<file path="config.mk">
export PLATFORM = sky130hd
export DESIGN_NAME = trie_lpm_engine
export DESIGN_NICKNAME = d
export VERILOG_FILES = /design/src/rtl/lpm_pkg.sv /design/src/rtl/lpm_rank.sv /design/src/rtl/lpm_node_eval.sv /design/src/rtl/lpm_walk_ctrl.sv /design/src/rtl/trie_lpm_engine.sv
export SDC_FILE = /design/constraint.sdc
export NUM_CORES = 1
export LEC_CHECK = 0
export BUFFER_PORTS_ARGS = -buffer_cell sky130_fd_sc_hd__buf_4
export CAP_MARGIN = 30
export CELL_PAD_IN_SITES_DETAIL_PLACEMENT = 0
export CELL_PAD_IN_SITES_GLOBAL_PLACEMENT = 1
export CORE_ASPECT_RATIO = 0.9
export CORE_MARGIN = 10
export CORE_UTILIZATION = 25
export DETAILED_ROUTE_END_ITERATION = 12
export GPL_TIMING_DRIVEN = 0
export PLACE_DENSITY = 0.63
export RECOVER_POWER = 50
export SYNTH_ARGS = -nofsm -noshare
export SYNTH_HDL_FRONTEND = slang
export SYNTH_HIERARCHICAL = 1
export SYNTH_SLANG_ARGS = --single-unit
</file>
<file path="constraint.sdc">
create_clock -name clk_i -period 21 [get_ports clk_i]
set_input_delay 1.05 -clock clk_i [delete_from_list [all_inputs] [get_ports clk_i]]
set_output_delay 1.05 -clock clk_i [all_outputs]
set_load 0.03 [all_outputs]
</file>
<file path="src/rtl/lpm_pkg.sv">
`timescale 1ns/1ps
package lpm_pkg;
  typedef enum logic [2:0] {
    ST_IDLE,
    ST_NODE_REQ,
    ST_NODE_WAIT,
    ST_RES_REQ,
    ST_RES_WAIT,
    ST_DONE
  } lpm_state_e;
endpackage

</file>
<file path="src/rtl/lpm_rank.sv">
`timescale 1ns/1ps
// Counts set bits of vec_i strictly below position pos_i.
module lpm_rank #(
  parameter int W  = 16,
  parameter int IW = 4
) (
  input  logic [W-1:0]  vec_i,
  input  logic [IW-1:0] pos_i,
  output logic [IW:0]   cnt_o
);
  always_comb begin
    cnt_o = '0;
    for (int i = 0; i < W; i++) begin
      if ((i < int'(pos_i)) && vec_i[i]) cnt_o = cnt_o + (IW+1)'(1);
    end
  end
endmodule

</file>
<file path="src/rtl/lpm_node_eval.sv">
`timescale 1ns/1ps
module lpm_node_eval #(
  parameter int STRIDE = 4,
  parameter int ADDR_W = 12,
  localparam int INT_W = (1 << STRIDE) - 1,
  localparam int EXT_W = 1 << STRIDE,
  localparam int IDX_W = $clog2(EXT_W)
) (
  input  logic [INT_W-1:0]  int_bmp_i,
  input  logic [EXT_W-1:0]  ext_bmp_i,
  input  logic [ADDR_W-1:0] child_base_i,
  input  logic [ADDR_W-1:0] res_base_i,
  input  logic [STRIDE-1:0] bits_i,
  output logic              int_hit_o,
  output logic [ADDR_W-1:0] int_addr_o,
  output logic              child_hit_o,
  output logic [ADDR_W-1:0] child_addr_o
);
  logic [IDX_W-1:0] hit_idx;
  logic [IDX_W:0]   int_rank;
  logic [IDX_W:0]   ext_rank;

  // Longest internal match wins: later (longer) lengths override.
  always_comb begin
    int_hit_o = 1'b0;
    hit_idx   = '0;
    for (int l = 0; l < STRIDE; l++) begin
      int c;
      c = (1 << l) - 1 + int'(bits_i >> (STRIDE - l));
      if (int_bmp_i[c[IDX_W-1:0]]) begin
        int_hit_o = 1'b1;
        hit_idx   = c[IDX_W-1:0];
      end
    end
  end

  lpm_rank #(.W(INT_W), .IW(IDX_W)) i_int_rank (
    .vec_i(int_bmp_i), .pos_i(hit_idx), .cnt_o(int_rank)
  );

  lpm_rank #(.W(EXT_W), .IW(IDX_W)) i_ext_rank (
    .vec_i(ext_bmp_i), .pos_i(bits_i[IDX_W-1:0]), .cnt_o(ext_rank)
  );

  assign child_hit_o  = ext_bmp_i[bits_i];
  assign int_addr_o   = res_base_i + ADDR_W'(int_rank);
  assign child_addr_o = child_base_i + ADDR_W'(ext_rank);
endmodule

</file>
<file path="src/rtl/lpm_walk_ctrl.sv">
`timescale 1ns/1ps
module lpm_walk_ctrl
  import lpm_pkg::*;
#(
  parameter int KEY_W     = 32,
  parameter int STRIDE    = 4,
  parameter int ADDR_W    = 12,
  parameter int NH_W      = 8,
  parameter int ROOT_ADDR = 0,
  localparam int LEVELS   = KEY_W / STRIDE,
  localparam int LVL_W    = (LEVELS > 1) ? $clog2(LEVELS) : 1
) (
  input  logic              clk_i,
  input  logic              rst_ni,
  input  logic              req_valid_i,
  input  logic [KEY_W-1:0]  req_addr_i,
  output logic              req_ready_o,
  output logic              res_valid_o,
  input  logic              res_ready_i,
  output logic              res_found_o,
  output logic [NH_W-1:0]   res_next_hop_o,
  output logic              mem_req_o,
  output logic [ADDR_W-1:0] mem_addr_o,
  input  logic              mem_rvalid_i,
  input  logic [NH_W-1:0]   rdata_nh_i,
  output logic [STRIDE-1:0] cur_bits_o,
  input  logic              int_hit_i,
  input  logic [ADDR_W-1:0] int_addr_i,
  input  logic              child_hit_i,
  input  logic [ADDR_W-1:0] child_addr_i
);
  lpm_state_e        state_q;
  logic [KEY_W-1:0]  key_q;
  logic [LVL_W-1:0]  level_q;
  logic [ADDR_W-1:0] node_q;
  logic [ADDR_W-1:0] best_q;
  logic              best_v_q;
  logic              found_q;
  logic [NH_W-1:0]   nh_q;
  logic              last_lvl;

  assign last_lvl   = (level_q == LVL_W'(LEVELS - 1));
  assign cur_bits_o = key_q[KEY_W-1 -: STRIDE];

  always_ff @(posedge clk_i or negedge rst_ni) begin
    if (!rst_ni) begin
      state_q  <= ST_IDLE;
      key_q    <= '0;
      level_q  <= '0;
      node_q   <= ADDR_W'(ROOT_ADDR);
      best_q   <= '0;
      best_v_q <= 1'b0;
      found_q  <= 1'b0;
      nh_q     <= '0;
    end else begin
      unique case (state_q)
        ST_IDLE: if (req_valid_i) begin
          key_q    <= req_addr_i;
          level_q  <= '0;
          node_q   <= ADDR_W'(ROOT_ADDR);
          best_v_q <= 1'b0;
          state_q  <= ST_NODE_REQ;
        end
        ST_NODE_REQ: state_q <= ST_NODE_WAIT;
        ST_NODE_WAIT: if (mem_rvalid_i) begin
          if (int_hit_i) begin
            best_q   <= int_addr_i;
            best_v_q <= 1'b1;
          end
          if (child_hit_i && !last_lvl) begin
            node_q  <= child_addr_i;
            level_q <= level_q + LVL_W'(1);
            key_q   <= key_q << STRIDE;
            state_q <= ST_NODE_REQ;
          end else if (int_hit_i || best_v_q) begin
            state_q <= ST_RES_REQ;
          end else begin
            found_q <= 1'b0;
            nh_q    <= '0;
            state_q <= ST_DONE;
          end
        end
        ST_RES_REQ: state_q <= ST_RES_WAIT;
        ST_RES_WAIT: if (mem_rvalid_i) begin
          found_q <= 1'b1;
          nh_q    <= rdata_nh_i;
          state_q <= ST_DONE;
        end
        ST_DONE: if (res_ready_i) state_q <= ST_IDLE;
        default: state_q <= ST_IDLE;
      endcase
    end
  end

  assign req_ready_o    = (state_q == ST_IDLE);
  assign res_valid_o    = (state_q == ST_DONE);
  assign res_found_o    = found_q;
  assign res_next_hop_o = nh_q;
  assign mem_req_o      = (state_q == ST_NODE_REQ) || (state_q == ST_RES_REQ);
  assign mem_addr_o     = (state_q == ST_RES_REQ) ? best_q : node_q;

  a_r8_busy_after_accept: assert property (@(posedge clk_i) disable iff (!rst_ni)
    (req_valid_i && req_ready_o) |=> !req_ready_o);

  a_r9_hold_result: assert property (@(posedge clk_i) disable iff (!rst_ni)
    (res_valid_o && !res_ready_i) |=>
      (res_valid_o && $stable(res_next_hop_o) && $stable(res_found_o)));

  a_r10_single_read: assert property (@(posedge clk_i) disable iff (!rst_ni)
    mem_req_o |=> !mem_req_o);

  a_r5_miss_zero_hop: assert property (@(posedge clk_i) disable iff (!rst_ni)
    (res_valid_o && !res_found_o) |-> (res_next_hop_o == '0));

  a_r6_result_read_needs_match: assert property (@(posedge clk_i) disable iff (!rst_ni)
    (state_q == ST_RES_REQ) |-> best_v_q);

  a_r7_stop_at_last_level: assert property (@(posedge clk_i) disable iff (!rst_ni)
    (state_q == ST_NODE_WAIT && mem_rvalid_i && last_lvl) |=> (state_q != ST_NODE_REQ));
endmodule

</file>
<file path="src/rtl/trie_lpm_engine.sv">
`timescale 1ns/1ps
module trie_lpm_engine #(
  parameter int KEY_W     = 32,
  parameter int STRIDE    = 4,
  parameter int ADDR_W    = 12,
  parameter int NH_W      = 8,
  parameter int ROOT_ADDR = 0,
  localparam int INT_W    = (1 << STRIDE) - 1,
  localparam int EXT_W    = 1 << STRIDE,
  localparam int MEM_W    = EXT_W + INT_W + 2 * ADDR_W
) (
  input  logic              clk_i,
  input  logic              rst_ni,
  input  logic              req_valid_i,
  output logic              req_ready_o,
  input  logic [KEY_W-1:0]  req_addr_i,
  output logic              res_valid_o,
  input  logic              res_ready_i,
  output logic              res_found_o,
  output logic [NH_W-1:0]   res_next_hop_o,
  output logic              mem_req_o,
  output logic [ADDR_W-1:0] mem_addr_o,
  input  logic              mem_rvalid_i,
  input  logic [MEM_W-1:0]  mem_rdata_i
);
  logic [EXT_W-1:0]  ext_bmp;
  logic [INT_W-1:0]  int_bmp;
  logic [ADDR_W-1:0] child_base;
  logic [ADDR_W-1:0] res_base;
  logic [STRIDE-1:0] cur_bits;
  logic              int_hit;
  logic [ADDR_W-1:0] int_addr;
  logic              child_hit;
  logic [ADDR_W-1:0] child_addr;

  assign ext_bmp    = mem_rdata_i[MEM_W-1 -: EXT_W];
  assign int_bmp    = mem_rdata_i[MEM_W-EXT_W-1 -: INT_W];
  assign child_base = mem_rdata_i[2*ADDR_W-1 -: ADDR_W];
  assign res_base   = mem_rdata_i[ADDR_W-1:0];

  lpm_node_eval #(.STRIDE(STRIDE), .ADDR_W(ADDR_W)) i_node_eval (
    .int_bmp_i   (int_bmp),
    .ext_bmp_i   (ext_bmp),
    .child_base_i(child_base),
    .res_base_i  (res_base),
    .bits_i      (cur_bits),
    .int_hit_o   (int_hit),
    .int_addr_o  (int_addr),
    .child_hit_o (child_hit),
    .child_addr_o(child_addr)
  );

  lpm_walk_ctrl #(
    .KEY_W(KEY_W), .STRIDE(STRIDE), .ADDR_W(ADDR_W),
    .NH_W(NH_W), .ROOT_ADDR(ROOT_ADDR)
  ) i_walk_ctrl (
    .clk_i         (clk_i),
    .rst_ni        (rst_ni),
    .req_valid_i   (req_valid_i),
    .req_addr_i    (req_addr_i),
    .req_ready_o   (req_ready_o),
    .res_valid_o   (res_valid_o),
    .res_ready_i   (res_ready_i),
    .res_found_o   (res_found_o),
    .res_next_hop_o(res_next_hop_o),
    .mem_req_o     (mem_req_o),
    .mem_addr_o    (mem_addr_o),
    .mem_rvalid_i  (mem_rvalid_i),
    .rdata_nh_i    (mem_rdata_i[NH_W-1:0]),
    .cur_bits_o    (cur_bits),
    .int_hit_i     (int_hit),
    .int_addr_i    (int_addr),
    .child_hit_i   (child_hit),
    .child_addr_i  (child_addr)
  );
endmodule

</file>
Yosys cells after proc, flatten, opt, wreduce, memory -nomap -nowiden
Cells that the tools add are included. Widths: inputs -> output; s select.

Output and inout bits: 24. Word-level logic and storage cells: 211. Bits in registers: 72.

Add/sub/neg operators: 34. $lt $le $gt $ge: 34. Reduce and logical (&&, ||, !) cells: 42. Equality and inequality tests: 14. Muxes and demuxes: 79.

Operators by type and width (number): $add 5x1->5 const B (28); $mux 5 (28); $mux 32 (3); $pmux 32 s2 (1); $lt 4x4->1 const A (14); $mux 12 (4); $lt 3x4->1 const A (8); $mux 8 (4); $logic_and 1x1->1 (31); $mux 3 (9); $add 12x5->12 (2); $pmux 12 s2 (1); $lt 4x5->1 const B (4); $pmux 3 s6 (1); $mux 1 (17); $bmux 1 s4 (4); $lt 1x4->1 const A (4); $lt 2x4->1 const A (4); $pmux 8 s2 (1); $mux 4 (3); $reduce_and 4->1 (3); $ne 2x2->1 const B (5); $eq 3x3->1 const B (3); $eq 3x2->1 const B (2); other kinds (14) (19).

Depth between registers and ports, before layout
Word-level depth: 38. Mapped depth: 61. Mapped depth without buffers: 56.

Hierarchy
The synthesis kept the hierarchy.

By module, submodules not included: lpm_walk_ctrl (cells an instance 324, instances 1, area each 3420.8 um2); lpm_rank at i_node_eval.i_ext_rank (cells an instance 200, instances 1, area each 1645.3 um2); lpm_rank at i_node_eval.i_int_rank (cells an instance 200, instances 1, area each 1561.5 um2); lpm_node_eval (cells an instance 136, instances 1, area each 1169.9 um2).

Worst setup path after synthesis
No wires, ideal clock.

Path kind: input -> register. From: in mem_rdata_i[32]. To: reg i_walk_ctrl.best_q[11]. Data required time: 20.875 ns. Path buffers: 2. Stages: 53. Slack: 9.433 ns. Data arrival time: 11.442 ns. Setup time: 0.125 ns. Cell sequence: mux4_1 -> a2bb2oi_2 -> a32oi_4 -> mux2i_1 -> clkbuf_1 -> or2_2 -> o31a_1 -> ha_1 -> xnor2_1 -> ha_1 -> nand2_1 -> o21ai_1 -> ha_1 -> mux2_2 -> ha_1 -> nand3b_1 -> o31a_1 -> o21ai_0 -> [17 not listed] -> ha_1 -> mux2i_1 -> inv_1 -> ha_1 -> nand2_1 -> o21ai_1 -> ha_1 -> nand2_1 -> or4b_1 -> mux2i_1 -> xnor2_1 -> ha_1 -> clkbuf_1 -> o21ai_0 -> nor3_1 -> o21ai_0 -> xnor2_1 -> mux2_2.

Word-level cells in the longest chain between the ends: 37.

RTL lines: from (decl) (line trie_lpm_engine.sv:24) `input logic [MEM_W-1:0] mem_rdata_i`; $bmux 1 s4 (line lpm_node_eval.sv:30) `if (int_bmp_i[c[IDX_W-1:0]]) begin`; $mux 1 (implied by the code) (line lpm_node_eval.sv:30); $mux 4 (2 in a row) (line lpm_node_eval.sv:30); $mux 4 * (line lpm_node_eval.sv:30); named net i_node_eval.hit_idx[1] (line lpm_node_eval.sv:19) `logic [IDX_W-1:0] hit_idx;`; $lt 1x4->1 (line lpm_rank.sv:14) `if ((i < int'(pos_i)) && vec_i[i]) cnt_o = cnt_o + (IW+1)'(1);`; $logic_and 1x1->1 (line lpm_rank.sv:14); $mux 1 (line lpm_rank.sv:14); [23 not listed]; $mux 5 (line lpm_rank.sv:14); $add 5x1->5 (line lpm_rank.sv:14); $mux 5 (line lpm_rank.sv:14); $add 5x1->5 (line lpm_rank.sv:14); $mux 5 * (line lpm_rank.sv:14); named net i_node_eval.int_rank[4] (line lpm_node_eval.sv:20) `logic [IDX_W:0] int_rank;`; $add 12x5->12 * (line lpm_node_eval.sv:46) `assign int_addr_o = res_base_i + ADDR_W'(int_rank);`; named net int_addr[11] (line trie_lpm_engine.sv:32) `logic [ADDR_W-1:0] int_addr;`; to (signal assigned) (line lpm_walk_ctrl.sv:67) `best_q <= int_addr_i;`; to (decl) (line lpm_walk_ctrl.sv:36) `logic [ADDR_W-1:0] best_q;`.

The timed path passes the listed nets; every way through them passes the cells marked *. The select of a mux whose other input is x is not followed. A chain may end at the register's enable or synchronous reset.

Worst setup path in the final report
From: reg i_walk_ctrl.key_q[30]. To: reg i_walk_ctrl.best_q[11].

Word-level cells in the longest chain between the ends: 37.

RTL lines: from (decl) (line lpm_walk_ctrl.sv:33) `logic [KEY_W-1:0] key_q;`; from (signal assigned) (line lpm_walk_ctrl.sv:58) `key_q <= req_addr_i;`; from (signal assigned) (line lpm_walk_ctrl.sv:73) `key_q <= key_q << STRIDE;`; $add 2x2->3 (line lpm_node_eval.sv:29) `c = (1 << l) - 1 + int'(bits_i >> (STRIDE - l));`; $bmux 1 s4 (line lpm_node_eval.sv:30); $mux 1 (implied by the code) (line lpm_node_eval.sv:30); $mux 4 (line lpm_node_eval.sv:30); $mux 4 * (line lpm_node_eval.sv:30); named net i_node_eval.hit_idx[1] (line lpm_node_eval.sv:19); $lt 1x4->1 (line lpm_rank.sv:14); $logic_and 1x1->1 (line lpm_rank.sv:14); [24 not listed]; $mux 5 (line lpm_rank.sv:14); $add 5x1->5 (line lpm_rank.sv:14); $mux 5 (line lpm_rank.sv:14); $add 5x1->5 (line lpm_rank.sv:14); $mux 5 * (line lpm_rank.sv:14); named net i_node_eval.int_rank[4] (line lpm_node_eval.sv:20); $add 12x5->12 * (line lpm_node_eval.sv:46); named net int_addr[11] (line trie_lpm_engine.sv:32).

Marks and branches as above.

==> results.md <==
- DR vias: around 6600
- Clock latency at the later pin of the worst-skew pair: 340 ps
- Syn. warnings: 6
- Clk buf depth: 2
- Clock-pin slew on the worst setup and hold paths: roughly 60 ps
- Worst Skew: a little under 9 ps
- Post-cts resize count: 0
- Share of the synthesized area in the top cell type: a little under a quarter
- CTS Hold Buffers Added: 0
- Final ANT Viol Nets: 0
- Critical path fanouts, max: 11
- DP Wirelength: roughly 18000 µm
- Global route overflow: 0
- Initial antenna violation count: 1
- CTS buffer count: 9
- Fin. Hold Viols: 0
- Synthesized net count: 997
- Setup TNS: 0 ps
- Period Utilization, post-route: between 60% and 70%
- CP dominant cell by count: ha_1
- First-pass GRT wire length: roughly 35000 µm
- Hold Path End: i_walk_ctrl/key_q[1]$_DFFE_PN0P_
- R2R Path End: i_walk_ctrl/best_q[11]$_DFFE_PN0P_
- Flop2flop setup slack: 7930 ps
- Worst slew margin: -156%
- Syn Inst Count: 860
- Synth-to-Final Area Change: 21.6%
- GRT Util Overall: 11.1%
- Number of enable flip-flop cells after synthesis: 0
- Die Span Y: ~190 µm
- Ports: 116
- Die Wd: ~200 µm
- Worst hold-check path type: reg2reg
- Setup Fix Bufs, Post-CTS: 0
- Critical path type: reg2reg
- Arr. time, crit path: between 10000 and 15000 ps
- Unrepaired setup endpoints after global routing: false
- Final Instance Count excl. Fillers: 1402
- Initial drt markers: ~390
- Fin util: around 31%
- WL final: ~22000 µm
- Residual DRC: 0
- CTS HTree Levels: 3
- Root buf cell: clkbuf_16
- Layout fillers: 3310
- CTS Sinks: 72
- Most common cell in the netlist: nand2_1
- R2R depth: 54
- Main flop type after synthesis: dfrtp_1
- Final Instance Area: between 9000 and 10000 µm²
- Period minus WS final: about 13000 ps
- Slowest-stage cell, CP: xor2_1
- Startpoint types: flop
- Cell taking the most area after synthesis: dfrtp_1
- Starting Density: between 20 and 30%
- Failing checks: max-capacitance violations, max-slew violations
- Final layout net count: between 1000 and 1500
- Outcome: complete, but fails checks
- Post-synthesis sequential area ratio: about 23%
- Top post-synthesis cells by area: dfrtp_1, ha_1, xnor2_1
- Setup violators final: 0
- Syn Area/Cell: between 9 and 10 µm²
- CP Buf/Inv Count: 6
- Die area: 38700 µm²
- Measured slew at the worst slew-check pin: approximately 3800 ps
- Router iterations before antenna repair: 5
- CTS tree: yes
- Most frequent cells after synthesis: nand2_1, dfrtp_1, xnor2_1
- Largest net degree at the start of global routing: 73
- Share of cells above drive strength 1: a little under a quarter
- HP Start: i_walk_ctrl/key_q[1]$_DFFE_PN0P_
- Core footprint: approximately 30000 µm²
- CP max stage delay: 660 ps
- Library cells used by synthesis: 95
- Fmax: about 0.077 GHz
- Vias in the first global route: 6449
- Post-synthesis cell area: slightly below 8000 µm²
- Critical Path RT: roughly 21000 ps
- WL/cell: 15.9 µm
- Hold depth: 2
- Post-DP Area: between 9000 and 10000 µm²
- Max Cap Viol: 1
- Ys async rst share: 100%
- Crit path max-delay family: adder cells
- Worst r2r src: i_walk_ctrl/key_q[30]$_DFFE_PN0P_
- Setup crit end kind: flop
- FP Rows: around 60
- Final max-slew violation count: approximately 70
- PortBufs: 115
- Vias per inst: 4.73
- Routability Congestion: roughly 0.8
- Placed insts: roughly 1400
- Yosys reg bits: a little over 70
per-layer routing:
| metal | GRT usage, % | vias to the layer above | wire length (µm) |
|---|---|---|---|
| met5 | 0 | - | 0 |
| met4 | 2.69 | 0 | 191 |
| met3 | 1.46 | 12 | 1110 |
| met2 | 17.2 | 132 | 9960 |
| met1 | 16.0 | 3126 | 11100 |
| li1 | - | 3359 | - |
cell usage in the layout, fill, tap and decap left out, types with 17 or more instances in the layout:
cell,Yosys,final
xor2_1,31,31
dfrtp_1,72,72
o21ai_1,18,17
mux2_2,35,35
a21oi_1,26,26
ha_1,43,43
mux2i_1,41,41
nand3_1,25,25
inv_1,36,36
nand2_1,130,130
nor2_1,27,27
buf_4,8,112
o21ai_0,56,57
xnor2_1,57,57
clkbuf_1,14,26
metrics by stage:
step	hold WS [ps]	worst slack, ps
floorplan	437	9430
global placement	454	8030
detailed placement	466	7930
CTS	479	7880
global route	483	6880
finish	473	7930
layout make-up:
cell class | instances | area, µm² | area share, %
antenna | 1 | 2.50 | 0.0264
sequential | 72 | 1800 | 19.0
inverter | 36 | 135 | 1.42
multi-input combinational | 706 | 5570 | 58.8
buffer | 46 | 287 | 3.02
timing repair buffer | 116 | 826 | 8.71
tap | 409 | 512 | 5.40
clock buffer | 9 | 225 | 2.37
clock inverter | 7 | 120 | 1.27
logic make-up (layout without fill, tap and decap cells):
group | count (synthesis) | count (layout) | share of synthesized area (%)
simple gates | 277 | 277 | 18.3
flops | 72 | 72 | 23.1
xor+xnor | 107 | 107 | 15.4
other cells | 0 | 1 | 0
buf+inv | 82 | 214 | 5.41
compound gates | 189 | 189 | 16.4
mux | 88 | 88 | 14.0
fa+ha+maj | 45 | 45 | 7.41
worst min-delay path, stage by stage (launching register included):
cell and delay, ps:
dfrtp_1 350, nand2_1 50, nand2_1 50
how the worst max path moves through the flow:
stage	endpoint	slack [ps]	cells past startpoint	startpoint
after floorplan	i_walk_ctrl/best_q[11]$_DFFE_PN0P_	9430	53	mem_rdata_i[32]
after global placement	i_walk_ctrl/best_q[11]$_DFFE_PN0P_	8030	54	i_walk_ctrl/key_q[30]$_DFFE_PN0P_
after detailed placement	i_walk_ctrl/best_q[11]$_DFFE_PN0P_	7930	54	i_walk_ctrl/key_q[30]$_DFFE_PN0P_
after CTS	i_walk_ctrl/best_q[11]$_DFFE_PN0P_	7880	54	i_walk_ctrl/key_q[30]$_DFFE_PN0P_
after global routing	i_walk_ctrl/best_q[11]$_DFFE_PN0P_	6880	57	i_walk_ctrl/key_q[30]$_DFFE_PN0P_
final	i_walk_ctrl/best_q[11]$_DFFE_PN0P_	7930	54	i_walk_ctrl/key_q[30]$_DFFE_PN0P_
flip-flops by register name (all words and copies together), names as in the netlist:
register,flops
i_walk_ctrl/best_v_q,1
i_walk_ctrl/key_q,32
i_walk_ctrl/state_q,3
i_walk_ctrl/res_next_hop_o,8
i_walk_ctrl/res_found_o,1
i_walk_ctrl/best_q,12
i_walk_ctrl/level_q,3
i_walk_ctrl/node_q,12
Power is not shown: default switching activity piles up to over one toggle a cycle in this logic, so the estimate is an artifact.
